===== src/rtl/i2c_cmd_pkg.sv =====
package i2c_cmd_pkg;

    localparam int OPC_W = 3;
    localparam int PAY_W = 8;
    localparam int CMD_W = OPC_W + PAY_W;

    typedef enum logic [OPC_W-1:0] {
        OPC_TX        = 3'd0,
        OPC_RX        = 3'd1,
        OPC_RXD       = 3'd2,
        OPC_START     = 3'd3,
        OPC_START_ALT = 3'd4,
        OPC_STOP      = 3'd5
    } opc_e;

    typedef enum logic [2:0] {
        EOP_NONE  = 3'd0,
        EOP_START = 3'd1,
        EOP_TX    = 3'd2,
        EOP_RX    = 3'd3,
        EOP_STOP  = 3'd4
    } eop_e;

    typedef enum logic {
        S_DEC  = 1'b0,
        S_WAIT = 1'b1
    } seq_state_e;

    typedef struct packed {
        logic             issue;
        eop_e             op;
        logic [PAY_W-1:0] data;
        logic             ack;
        logic             alt_set;
        logic             alt_val;
        logic             store;
        logic             pop;
        logic             load_rx;
        logic             stall;
    } act_t;

    function automatic logic is_rx(opc_e o);
        return (o == OPC_RX) || (o == OPC_RXD);
    endfunction

    function automatic logic is_start(opc_e o);
        return (o == OPC_START) || (o == OPC_START_ALT);
    endfunction

endpackage


===== src/rtl/i2c_rx_tracker.sv =====
module i2c_rx_tracker #(
    parameter int CNT_W = i2c_cmd_pkg::PAY_W
) (
    input  logic             clk,
    input  logic             rst,
    input  logic             load,
    input  logic [CNT_W-1:0] load_count,
    input  logic             load_disc,
    input  logic             step,
    output logic             active,
    output logic             last,
    output logic             disc
);
    localparam logic [CNT_W-1:0] ONE = 1;

    logic [CNT_W-1:0] cnt;

    always_ff @(posedge clk) begin
        if (rst) begin
            active <= 1'b0;
            cnt    <= '0;
            disc   <= 1'b0;
        end else if (load) begin
            active <= 1'b1;
            cnt    <= load_count;
            disc   <= load_disc;
        end else if (step) begin
            if (cnt == '0) active <= 1'b0;
            else           cnt    <= cnt - ONE;
        end
    end

    assign last = (cnt == '0);

    // a byte completes only inside a receive run
    a_r2_step_live: assert property (@(posedge clk) disable iff (rst)
        step |-> active);
    // a new receive word is taken only after the previous run ended
    a_r2_load_idle: assert property (@(posedge clk) disable iff (rst)
        load |-> !active);

endmodule


===== src/rtl/i2c_cmd_decide.sv =====
module i2c_cmd_decide
    import i2c_cmd_pkg::*;
(
    input  logic             decide,
    input  logic             busy,
    input  logic             rx_active,
    input  logic             rx_last,
    input  logic             rx_disc_kind,
    input  logic             cmd_empty,
    input  logic [CMD_W-1:0] cmd_head,
    input  logic             rx_full,
    input  logic             master_en,
    input  logic             autostop_en,
    input  logic             rx_discard_match,
    output act_t             act
);
    opc_e             opc;
    logic [PAY_W-1:0] pay;
    logic             keep;

    assign opc  = opc_e'(cmd_head[CMD_W-1 -: OPC_W]);
    assign pay  = cmd_head[PAY_W-1:0];
    assign keep = !rx_disc_kind && !rx_discard_match;

    always_comb begin
        act = '0;
        if (decide) begin
            if (!busy) begin
                if (master_en && !cmd_empty) begin
                    act.pop = 1'b1;
                    if (is_start(opc)) begin
                        act.issue   = 1'b1;
                        act.op      = EOP_START;
                        act.data    = pay;
                        act.alt_set = 1'b1;
                        act.alt_val = (opc == OPC_START_ALT);
                    end
                end
            end else if (rx_active) begin
                if (master_en && keep && rx_full) begin
                    act.stall = 1'b1;
                end else begin
                    act.issue = 1'b1;
                    act.op    = EOP_RX;
                    act.store = keep;
                    act.ack   = !rx_last || (!cmd_empty && is_rx(opc));
                end
            end else if (cmd_empty) begin
                if (master_en && !autostop_en) begin
                    act.stall = 1'b1;
                end else begin
                    act.issue = 1'b1;
                    act.op    = EOP_STOP;
                end
            end else begin
                act.pop = 1'b1;
                case (opc)
                    OPC_TX: begin
                        act.issue = 1'b1;
                        act.op    = EOP_TX;
                        act.data  = pay;
                    end
                    OPC_RX, OPC_RXD: act.load_rx = 1'b1;
                    OPC_START, OPC_START_ALT: begin
                        act.issue   = 1'b1;
                        act.op      = EOP_START;
                        act.data    = pay;
                        act.alt_set = 1'b1;
                        act.alt_val = (opc == OPC_START_ALT);
                    end
                    OPC_STOP: begin
                        act.issue = 1'b1;
                        act.op    = EOP_STOP;
                    end
                    default: ;
                endcase
            end
        end
    end

endmodule


===== src/rtl/i2c_cmd_seq.sv =====
module i2c_cmd_seq
    import i2c_cmd_pkg::*;
(
    input  logic             clk,
    input  logic             rst,
    input  logic             cmd_empty,
    input  logic [CMD_W-1:0] cmd_head,
    output logic             cmd_pop,
    input  logic             rx_full,
    input  logic             master_en,
    input  logic             autostop_en,
    input  logic             rx_discard_match,
    input  logic             eng_done,
    output logic             eng_req,
    output logic [2:0]       eng_op,
    output logic [PAY_W-1:0] eng_data,
    output logic             eng_ack,
    output logic             eng_alt,
    output logic             rx_store,
    output logic             stall,
    output logic             busy
);
    seq_state_e state;
    eop_e       op_q;
    act_t       act;
    logic       rx_active, rx_last, rx_disc;
    logic       step;

    assign step = (state == S_WAIT) && eng_done && (op_q == EOP_RX);

    i2c_rx_tracker #(.CNT_W(PAY_W)) u_rx (
        .clk        (clk),
        .rst        (rst),
        .load       (act.load_rx),
        .load_count (cmd_head[PAY_W-1:0]),
        .load_disc  (cmd_head[CMD_W-1 -: OPC_W] == OPC_RXD),
        .step       (step),
        .active     (rx_active),
        .last       (rx_last),
        .disc       (rx_disc)
    );

    i2c_cmd_decide u_dec (
        .decide           (state == S_DEC),
        .busy             (busy),
        .rx_active        (rx_active),
        .rx_last          (rx_last),
        .rx_disc_kind     (rx_disc),
        .cmd_empty        (cmd_empty),
        .cmd_head         (cmd_head),
        .rx_full          (rx_full),
        .master_en        (master_en),
        .autostop_en      (autostop_en),
        .rx_discard_match (rx_discard_match),
        .act              (act)
    );

    always_ff @(posedge clk) begin
        if (rst) begin
            state    <= S_DEC;
            busy     <= 1'b0;
            eng_req  <= 1'b0;
            op_q     <= EOP_NONE;
            eng_data <= '0;
            eng_ack  <= 1'b0;
            eng_alt  <= 1'b0;
            rx_store <= 1'b0;
        end else begin
            case (state)
                S_DEC: if (act.issue) begin
                    eng_req  <= 1'b1;
                    op_q     <= act.op;
                    eng_data <= act.data;
                    eng_ack  <= act.ack;
                    rx_store <= act.store;
                    if (act.alt_set)         eng_alt <= act.alt_val;
                    if (act.op == EOP_START) busy    <= 1'b1;
                    state <= S_WAIT;
                end
                S_WAIT: if (eng_done) begin
                    eng_req <= 1'b0;
                    if (op_q == EOP_STOP) busy <= 1'b0;
                    state <= S_DEC;
                end
                default: state <= S_DEC;
            endcase
        end
    end

    assign eng_op  = op_q;
    assign cmd_pop = act.pop;
    assign stall   = act.stall;

    // request fields hold until the engine answers
    a_r2_req_hold: assert property (@(posedge clk) disable iff (rst)
        eng_req && !eng_done |=> eng_req && $stable(eng_op) && $stable(eng_data) && $stable(eng_ack));
    // a stalled cycle neither requests nor consumes
    a_r6_stall_quiet: assert property (@(posedge clk) disable iff (rst)
        stall |-> !eng_req && !cmd_pop);
    // no stall while disabled
    a_r9_no_stall_off: assert property (@(posedge clk) disable iff (rst)
        !master_en |-> !stall);
    // ACK is only driven for receive requests
    a_r3_ack_rx_only: assert property (@(posedge clk) disable iff (rst)
        eng_req && (op_q != EOP_RX) |-> !eng_ack);
    // busy opens with a START request
    a_r11_busy_rise: assert property (@(posedge clk) disable iff (rst)
        $rose(busy) |-> eng_req && (op_q == EOP_START));
    // busy closes right after a STOP completes
    a_r11_busy_fall: assert property (@(posedge clk) disable iff (rst)
        $fell(busy) |-> $past(eng_done) && ($past(op_q) == EOP_STOP));

endmodule


===== config.mk =====
export PLATFORM = sky130hd
export DESIGN_NAME = i2c_cmd_seq
export DESIGN_NICKNAME = d
export VERILOG_FILES = /design/src/rtl/i2c_cmd_pkg.sv /design/src/rtl/i2c_rx_tracker.sv /design/src/rtl/i2c_cmd_decide.sv /design/src/rtl/i2c_cmd_seq.sv
export SDC_FILE = /design/constraint.sdc
export NUM_CORES = 1
export LEC_CHECK = 0
export BUFFER_PORTS_ARGS = -buffer_cell sky130_fd_sc_hd__buf_4
export CORE_ASPECT_RATIO = 0.75
export CORE_MARGIN = 1.5
export CORE_UTILIZATION = 50
export CTS_BUF_LIST = sky130_fd_sc_hd__clkbuf_8
export CTS_CLUSTER_DIAMETER = 80
export DETAILED_ROUTE_END_ITERATION = 8
export PLACE_DENSITY = 0.73
export SETUP_SLACK_MARGIN = 0.4
export SKIP_CTS_REPAIR_TIMING = 1
export SYNTH_ARGS = -nofsm -noshare
export SYNTH_HDL_FRONTEND = slang
export SYNTH_SLANG_ARGS = --single-unit

===== constraint.sdc =====
create_clock -name clk -period 4.1 [get_ports clk]
set_input_delay 0.615 -clock clk [delete_from_list [all_inputs] [get_ports clk]]
set_output_delay 0.615 -clock clk [all_outputs]
set_load 0.005 [all_outputs]

==> flow_metrics.py, run 1 <==
metrics = {
    "floorplanning": {
        "dieHeight_um": 51.22,
        "die_w_um": 67.30,
        "start_util_pct": 52.43,
        "die_area_um2": 3447,
        "core_area_um2": 2957,
        "std_cell_rows": 17,
        "num_io_pins": 37,
    },
    "cells_and_area": {
        "drive_above_1_share_pct": 22.62,
        "synthToLayoutAreaGrowth_pct": 20.50,
        "n_antenna_cell": 0,
        "final_nets": 242,
        "fillers": 270,
    },
    "power": {
        "cellPowerDensity_nw_per_um2": 270.0,
        "p_comb_share_pct": 14.9,
        "switchingPower_w": 0.0001329,
        "pwr-share-clk_pct": 30.6,
        "power.internal_w": 0.0003715,
        "seqPwrFrac_pct": 54.5,
        "leakage_nw": 0.7320,
        "ir_drop_v": 0.0001944,
        "p_sw_share_pct": 26.34,
    },
    "logic_synthesis": {
        "seq_area_frac_synth_pct": 34.87,
        "synthFlopType": "dfxtp_1",
        "synth_top_area_share_pct": 34.87,
        "synth_common_cells": "dfxtp_1, a21oi_1, nor2_1, nand2_1",
        "synth_seq_cells": 27,
        "synth_edf_count": 0,
        "syn-instance-count": 191,
        "synth.most_common_cell": "dfxtp_1",
        "ys_async_sr_fraction_pct": 0,
        "ys_warn_count": 0,
        "synthTopCellsByArea": "dfxtp_1, a21oi_1, nor2_1",
        "synth_fp_nets": 211,
        "syn_area_um2": 1550,
        "synth_top_area_cell": "dfxtp_1",
        "synth_cell_type_count": 58,
        "synth.avg_cell_area_um2": 8.116,
    },
    "clock_network": {
        "cts_tree": "built",
        "cts_num_sinks": 27,
        "cts_buffers": 3,
        "cts_buffer_depth": 2,
        "htree_levels": 1,
        "clkTransAtPathRegs_ns": 0.10,
        "cts_root_buf": "clkbuf_8",
        "insertion_delay_ns": 0.28,
    },
    "drt": {
        "drc_errors": 0,
        "drt-initial-drc-count": 72,
        "num_vias": 1580,
        "wl_per_cell_um": 15.63,
        "ant_nets": 0,
        "drt_wl_total_mm": 4.047,
        "avgViaCountPerCell": 6.100,
        "drt-pass1-iter-count": 5,
    },
    "placed_design": {
        "port_buffers": 36,
        "gp_congestion": 0.8715,
        "dp_hpwl_mm": 3.097,
    },
    "critical_path": {
        "arrival_ns": 2.52,
        "critical_path_required_ns": 4.26,
        "critical_path_class": "reg -> reg",
        "cp_slowest_cell": "a211oi_1",
        "start_kind": "register",
        "crit_chain": "inv_1, ha_1, nor4b_1, a211oi_1, buf_4, a31oi_1, a221oi_1, nor2_1",
        "slowest_delay_ns": 0.65,
        "reg2reg_depth": 8,
        "worst_setup_path_end_kind": "register",
        "cp-startpoint": "u_rx.cnt[0]$_SDFFE_PP0P_",
        "crit_fanout": 8,
        "reg2reg_from": "u_rx.cnt[0]$_SDFFE_PP0P_",
    },
    "sta": {
        "tightest_slew_ns": 0.9111,
        "setup_viol": 0,
        "maxSlewViolCount": 0,
        "min_period_ns": 2.360,
        "clock_skew_ns": 0.008768,
        "timing.slew.headroom_pct": 38.99,
        "holdWs_ns": 0.4772,
        "timing.final.crit_share_pct": 57.57,
        "hold_violations": 0,
        "fin_setup_tns_ns": 0,
        "rsz0062_at_grt": "false",
        "fmax_mhz": 423.7,
    },
    "global_routing": {
        "antenna_found_initial": 0,
        "grt_pass1_vias": 1426,
        "grt_max_degree": 26,
        "grt_usage_pct": 25.68,
        "gr-total-overflow": 0,
        "grt_first_pass_wirelength_mm": 6.803,
    },
    "hold_path": {
        "hp-start": "eng_data[2]$_SDFFE_PP0P_",
        "holdPathStages": 2,
        "hold_class": "reg -> reg",
    },
    "flow_run": {
        "cap_violations": 0,
    },
    "run_status": {
        "status": "complete, no violations",
    },
}
[per-layer routing]
metal  up-vias  wire (um)  global-route usage, %
met2        67       1831                  39.44
li1        768          -                      -
met5         -          0                      0
met1       741       1892                  37.09
met3         4        309                  6.388
met4         0         14                  3.741
[critical path: cells and delay by family, from the launching register on]
kind	cells	cell delay, ns
DFF	1	0.36
and+or+nand+nor	2	0.25
buffers and inverters	2	0.36
adders and majority gates	1	0.25
AOI/OAI and AO/OA	3	1.01
[power by group through the flow]
stage | logic [W] | clock network [W] | registers [W]
floorplan | 0.0000425 | 0 | 0.000278
global placement | 0.0000717 | 0 | 0.000281
detailed placement | 0.0000734 | 0 | 0.000281
CTS | 0.0000738 | 0.000160 | 0.000275
global route | 0.0000823 | 0.000170 | 0.000276
finish | 0.0000749 | 0.000154 | 0.000275
[cell usage in the layout (no fill, tap or decap), types with 7 or more instances in the layout]
cell type / synthesis / final
dfxtp_1: 27 / 27
a21oi_1: 20 / 20
nand3_1: 7 / 7
inv_1: 9 / 9
o21ai_0: 9 / 9
nor3_1: 7 / 7
buf_4: 1 / 37
nand2b_1: 7 / 7
nor2_1: 18 / 18
nand2_1: 12 / 12
[path summary, 6_finish.rpt]
path	to	slack (ns)
max	u_rx.cnt[4]$_SDFFE_PP0P_	1.74
min	eng_data[2]$_SDFFE_PP0P_	0.48
max reg2reg	u_rx.cnt[4]$_SDFFE_PP0P_	1.74
min reg2reg	eng_data[2]$_SDFFE_PP0P_	0.48
[layout make-up]
| cell class | instances | area [um2] | share of cell area, % |
|---|---|---|---|
| well taps | 38 | 47.55 | 2.545 |
| inverters | 10 | 37.54 | 2.009 |
| flip-flops and latches | 27 | 540.5 | 28.94 |
| clock inverters | 1 | 7.507 | 0.4019 |
| multi-input cells | 143 | 915.9 | 49.03 |
| repair buffers | 37 | 277.8 | 14.87 |
| clock buffers | 3 | 41.29 | 2.210 |
[through the flow]
| stage | setup WS [ns] | utilization (%) | cell area, um2 | instances | power [W] |
|---|---|---|---|---|---|
| after global placement | 1.736 | 61.53 | 1819 | 255 | 0.0003525 |
| after floorplan | 2.007 | - | 1550 | 191 | 0.0003205 |
| final | 1.740 | 63.18 | 1868 | 259 | 0.0005044 |
| after global routing | 1.583 | 63.18 | 1868 | 259 | 0.0005279 |
| after detailed placement | 1.690 | 61.53 | 1819 | 255 | 0.0003542 |
| after CTS | 1.734 | 63.18 | 1868 | 259 | 0.0005084 |
[cells by family (layout without fill, tap and decap cells)]
kind of cell	count (synthesis)	in the layout	share of synthesized area (%)
simple gates	76	76	27.76
compound gates	60	60	26.80
flops	27	27	34.87
buf+inv	21	51	6.053
mux	4	4	2.583
xor+xnor	2	2	1.130
fa+ha+maj	1	1	0.8070
[flip-flops by register name, summed over array words and instances, names as in the netlist]
signal,count
state,1
eng_alt,1
rx_store,1
eng_ack,1
busy,1
eng_req,1
u_rx.active,1
u_rx.disc,1
eng_op,3
eng_data,8
u_rx.cnt,8
No activity file was read; power rests on OpenSTA's default activity.
==> run 2: changes to the inputs <==
--- a/config.mk
+++ b/config.mk
@@ -12,7 +12,7 @@
 export CTS_BUF_LIST = sky130_fd_sc_hd__clkbuf_8
 export CTS_CLUSTER_DIAMETER = 80
 export DETAILED_ROUTE_END_ITERATION = 8
-export PLACE_DENSITY = 0.73
+export PLACE_DENSITY = 0.76
 export SETUP_SLACK_MARGIN = 0.4
 export SKIP_CTS_REPAIR_TIMING = 1
 export SYNTH_ARGS = -nofsm -noshare
==> constraint.sdc (replaced) <==
create_clock -name clk -period 1.95 [get_ports clk]
set_input_delay 0.2925 -clock clk [delete_from_list [all_inputs] [get_ports clk]]
set_output_delay 0.2925 -clock clk [all_outputs]
set_load 0.005 [all_outputs]
==> flow_metrics.py, run 2 (synthesis gave the netlist of run 1 again) <==
metrics = {
    "cells_and_area": {
        "layout_common_cells": "buf_4, dfxtp_1, nor2_1",
        "final_nets": 266,
        "synthToLayoutAreaGrowth_pct": 45.20,
        "final_common_cell": "buf_4",
        "fin_util_pct": 76.13,
        "drive_above_1_share_pct": 45.31,
        "n_antenna_cell": 0,
        "fin_cells": 283,
    },
    "critical_path": {
        "arrival_ns": 1.95,
        "reg2reg_depth": 6,
        "critical_path_required_ns": 2.11,
        "start_kind": "register",
        "worst_setup_path_end_kind": "register",
        "crit_fanout": 4,
        "critical_path_class": "reg -> reg",
    },
    "clock_network": {
        "cts_root_buf": "clkbuf_8",
        "cts_buffers": 3,
        "insertion_delay_ns": 0.27,
        "htree_levels": 1,
        "clkTransAtPathRegs_ns": 0.09,
        "cts_buffer_depth": 2,
        "cts_tree": "built",
        "cts_num_sinks": 27,
    },
    "sta": {
        "hold_violations": 0,
        "clock_skew_ns": 0.002521,
        "setup_viol": 0,
        "maxSlewViolCount": 0,
        "rsz0062_at_grt": "true",
        "timing.final.crit_share_pct": 92.06,
        "timing.slew.headroom_pct": 66.48,
        "fmax_mhz": 557.1,
        "min_period_ns": 1.795,
        "tightest_slew_ns": 0.4990,
    },
    "drt": {
        "avgViaCountPerCell": 6.067,
        "wl_per_cell_um": 17.20,
        "drt-pass1-iter-count": 4,
        "drt_wl_total_mm": 4.867,
        "num_vias": 1717,
        "drt-initial-drc-count": 93,
        "drc_errors": 0,
        "ant_nets": 0,
    },
    "floorplanning": {
        "num_io_pins": 37,
        "die_w_um": 67.30,
        "dieHeight_um": 51.22,
        "core_area_um2": 2957,
        "start_util_pct": 52.43,
        "std_cell_rows": 17,
        "die_area_um2": 3447,
    },
    "global_routing": {
        "grt_usage_pct": 27.66,
        "antenna_found_initial": 0,
        "gr-total-overflow": 0,
        "grt_first_pass_wirelength_mm": 7.134,
        "grt_max_degree": 25,
        "grt_pass1_vias": 1467,
    },
    "placed_design": {
        "dp_cells": 271,
        "gp_congestion": 0.8612,
        "port_buffers": 36,
        "dp_hpwl_mm": 3.403,
    },
    "run_status": {
        "status": "complete, no violations",
    },
    "hold_path": {
        "holdPathStages": 3,
        "hold_class": "in -> reg",
    },
    "flow_run": {
        "cap_violations": 0,
    },
    "power": {
        "ir_drop_v": 0.0004129,
        "cellPowerDensity_nw_per_um2": 487.8,
        "leakage_nw": 0.9007,
    },
}
[run 2: routing by layer]
metal / routed length, um / GRT usage [%]
met3: 420 / 7.048
met5: 0 / 0
met4: 33 / 5.442
met2: 2215 / 39.93
met1: 2197 / 41.37
[run 2: worst paths after layout]
check	from	end	slack (ns)
max	u_rx.active$_SDFFE_PP0P_	u_rx.cnt[4]$_SDFFE_PP0P_	0.15
min	cmd_head[1]	eng_data[1]$_SDFFE_PP0P_	0.26
max reg2reg	u_rx.active$_SDFFE_PP0P_	u_rx.cnt[4]$_SDFFE_PP0P_	0.15
min reg2reg	eng_data[4]$_SDFFE_PP0P_	eng_data[4]$_SDFFE_PP0P_	0.47
[run 2: where the power goes]
part	switching [W]	internal (W)
clock	0.000169	0.000141
combinational	0.000112	0.000102
sequential	0.0000114	0.000563
total	0.000292	0.000806
[run 2: layout make-up]
cell class / count / area, um2
multi-input combinational: 143 / 1100
fill: 210 / 705.7
sequential: 27 / 550.5
timing repair buffer: 61 / 465.4
tap: 38 / 47.55
inverter: 10 / 42.54
clock buffer: 3 / 41.29
clock inverter: 1 / 3.754
[run 2: critical path, stage by stage, from the launching register on]
cell      delay [ns]
dfxtp_2         0.33
or4b_4          0.53
buf_4           0.17
nor3_4          0.24
a31oi_1         0.10
a221oi_2        0.24
nor2_1          0.07
[run 2: through the flow]
stage | worst slack [ns] | power, W | TNS, ns | hold WS [ns] | instance area (um2)
3_5_place_dp | -0.02217 | 0.0007656 | -0.02217 | 0.4650 | 1986
2_1_floorplan | 0.1209 | 0.0006868 | 0 | 0.4167 | 1640
3_3_place_gp | 0.04838 | 0.0007622 | 0 | 0.4521 | 1986
5_1_grt | 0.1074 | 0.001147 | 0 | 0.2669 | 2251
4_1_cts | -0.001851 | 0.001071 | -0.001851 | 0.2743 | 2031
6_report | 0.1549 | 0.001098 | 0 | 0.2603 | 2251
==> run 3: changes to the inputs <==
--- a/config.mk
+++ b/config.mk
@@ -8,13 +8,14 @@
 export BUFFER_PORTS_ARGS = -buffer_cell sky130_fd_sc_hd__buf_4
 export CORE_ASPECT_RATIO = 0.75
 export CORE_MARGIN = 1.5
-export CORE_UTILIZATION = 50
+export CORE_UTILIZATION = 49
 export CTS_BUF_LIST = sky130_fd_sc_hd__clkbuf_8
 export CTS_CLUSTER_DIAMETER = 80
 export DETAILED_ROUTE_END_ITERATION = 8
-export PLACE_DENSITY = 0.76
+export PLACE_DENSITY = 0.75
 export SETUP_SLACK_MARGIN = 0.4
 export SKIP_CTS_REPAIR_TIMING = 1
 export SYNTH_ARGS = -nofsm -noshare
 export SYNTH_HDL_FRONTEND = slang
+export SYNTH_HIERARCHICAL = 1
 export SYNTH_SLANG_ARGS = --single-unit
==> flow_metrics.py, run 3 <==
metrics = {
    "logic_synthesis": {
        "synth_top_area_cell": "dfxtp_1",
        "syn-instance-count": 192,
        "synth_edf_count": 0,
        "synth_top_area_share_pct": 35.79,
        "ys_warn_count": 6,
        "synth_cell_type_count": 43,
        "synthFlopType": "dfxtp_1",
        "synth.avg_cell_area_um2": 7.866,
        "seq_area_frac_synth_pct": 35.79,
        "synth_common_cells": "nand2_1, dfxtp_1, a21oi_1, nor2_1",
        "synthTopCellsByArea": "dfxtp_1, nand2_1, a21oi_1",
        "ys_async_sr_fraction_pct": 0,
        "synth.most_common_cell": "nand2_1",
        "synth_seq_cells": 27,
        "syn_area_um2": 1510,
        "synth_fp_nets": 213,
    },
    "run_status": {
        "status": "complete, no violations",
    },
    "cells_and_area": {
        "stdcell_area_um2": 2130,
        "final_common_cell": "buf_4",
        "seqCellArea_um2": 558.0,
        "final_nets": 263,
        "n_antenna_cell": 0,
        "fillers": 232,
        "multiInputGateArea_um2": 1006,
        "layout_common_cells": "buf_4, nand2_1, a21oi_1",
        "synthToLayoutAreaGrowth_pct": 41.01,
        "drive_above_1_share_pct": 37.76,
    },
    "drt": {
        "num_vias": 1586,
        "avgViaCountPerCell": 5.685,
        "ant_nets": 0,
        "wl_per_cell_um": 14.59,
        "drt_wl_total_mm": 4.071,
        "drt-initial-drc-count": 132,
        "drt-pass1-iter-count": 4,
        "drc_errors": 0,
    },
    "global_routing": {
        "grt_pass1_vias": 1378,
        "grt_usage_pct": 22.65,
        "grt_first_pass_wirelength_mm": 5.920,
        "antenna_found_initial": 0,
        "grt_max_degree": 30,
        "gr-total-overflow": 0,
    },
    "clock_network": {
        "insertion_delay_ns": 0.28,
        "cts_tree": "built",
        "cts_buffer_depth": 2,
        "htree_levels": 1,
        "clkTransAtPathRegs_ns": 0.10,
        "cts_buffers": 3,
        "cts_num_sinks": 27,
        "cts_root_buf": "clkbuf_8",
    },
    "sta": {
        "maxSlewViolCount": 0,
        "setup_viol": 0,
        "hold_violations": 0,
        "fin_setup_tns_ns": 0,
        "clock_skew_ns": 0.004633,
        "fmax_mhz": 537.9,
        "timing.final.crit_share_pct": 95.35,
        "tightest_slew_ns": 0.4594,
        "holdWs_ns": 0.2845,
        "min_period_ns": 1.859,
        "rsz0062_at_grt": "true",
        "timing.slew.headroom_pct": 69.14,
    },
    "power": {
        "leakage_nw": 0.7835,
        "ir_drop_v": 0.0002691,
        "cellPowerDensity_nw_per_um2": 475.8,
    },
    "placed_design": {
        "gp_congestion": 0.9542,
        "port_buffers": 36,
        "placed_area_um2": 1866,
        "dp_hpwl_mm": 2.684,
    },
    "floorplanning": {
        "start_util_pct": 51.45,
        "die_area_um2": 3428,
        "core_area_um2": 2935,
        "num_io_pins": 37,
        "std_cell_rows": 17,
        "die_w_um": 67.11,
        "dieHeight_um": 51.08,
    },
    "critical_path": {
        "start_kind": "register",
        "critical_path_class": "reg -> reg",
        "reg2reg_depth": 5,
        "arrival_ns": 2.05,
        "critical_path_required_ns": 2.14,
        "crit_fanout": 5,
        "worst_setup_path_end_kind": "register",
    },
    "flow_run": {
        "cap_violations": 0,
    },
    "hold_path": {
        "hold_class": "in -> reg",
        "holdPathStages": 3,
    },
}
==> run 3: changes by cell type after synthesis, moves of 4 or more <==
| cell | before | now |
|---|---|---|
| nand2_1 | 12 | 33 |
| nor2_1 | 18 | 14 |
| and2_1 | 3 | 9 |
| nand2b_1 | 7 | 0 |
==> run 3: where the power goes <==
part | internal [W] | leakage (nW) | switching, W
Sequential | 0.000548 | 0.222 | 0.00000340
Clock | 0.000144 | 0.0255 | 0.000188
Combinational | 0.0000647 | 0.536 | 0.0000656
==> run 3: worst paths after layout <==
path              slack, ns                  endpoint                     start
hold reg to reg        0.46  eng_data[4]$_SDFFE_PP0P_  eng_data[4]$_SDFFE_PP0P_
hold / removal         0.28  u_rx/cnt[7]$_SDFFE_PP0P_               cmd_head[7]
setup reg to reg       0.09  u_rx/cnt[5]$_SDFFE_PP0P_          state$_SDFF_PP0_
setup / recovery       0.09  u_rx/cnt[5]$_SDFFE_PP0P_          state$_SDFF_PP0_
==> run 3: final cells by class <==
| class | count | share of cell area [%] |
|---|---|---|
| Timing Repair inverter | 1 | 0.3525 |
| Clock inverter | 1 | 0.2350 |
| Timing Repair Buffer | 52 | 20.04 |
| Inverter | 9 | 1.763 |
| Tap cell | 38 | 2.233 |
| Clock buffer | 3 | 1.939 |
| Multi-Input combinational cell | 148 | 47.24 |
| Sequential cell | 27 | 26.20 |
==> run 3: metrics by stage <==
stage	setup WS (ns)	cells	power, W	util (%)
6_report	0.09076	279	0.001013	72.55
5_1_grt	0.03048	279	0.001046	72.55
3_5_place_dp	0.07120	265	0.0006735	63.55
2_1_floorplan	0.1553	192	0.0006200	-
3_3_place_gp	0.1040	265	0.0006707	63.55
4_1_cts	0.06268	269	0.0009979	65.13
==> run 3: layer usage <==
| metal | vias up | GRT usage, % | wire [um] |
|---|---|---|---|
| li1 | 769 | - | - |
| met1 | 751 | 28.39 | 1670 |
| met2 | 64 | 38.61 | 2106 |
| met3 | 2 | 4.846 | 282 |
| met4 | 0 | 7.483 | 12 |
| met5 | - | 0 | 0 |
==> run 3: worst max-delay path: stages (launching register included) <==
cell and delay (ns):
dfxtp_4 0.41, nand2_4 0.09, nor3_4 0.12, or3b_4 0.41, or4_1 0.48, a311oi_1 0.26
==> run 3: cells by family after synthesis <==
family	synth area share, %
AND/OR/NAND/NOR	30.99
XOR/XNOR	2.320
buffers and inverters	5.384
AO/OA/AOI/OAI	21.87
multiplexers	1.988
flip-flops	35.79
adder cells (fa/ha/maj)	1.657
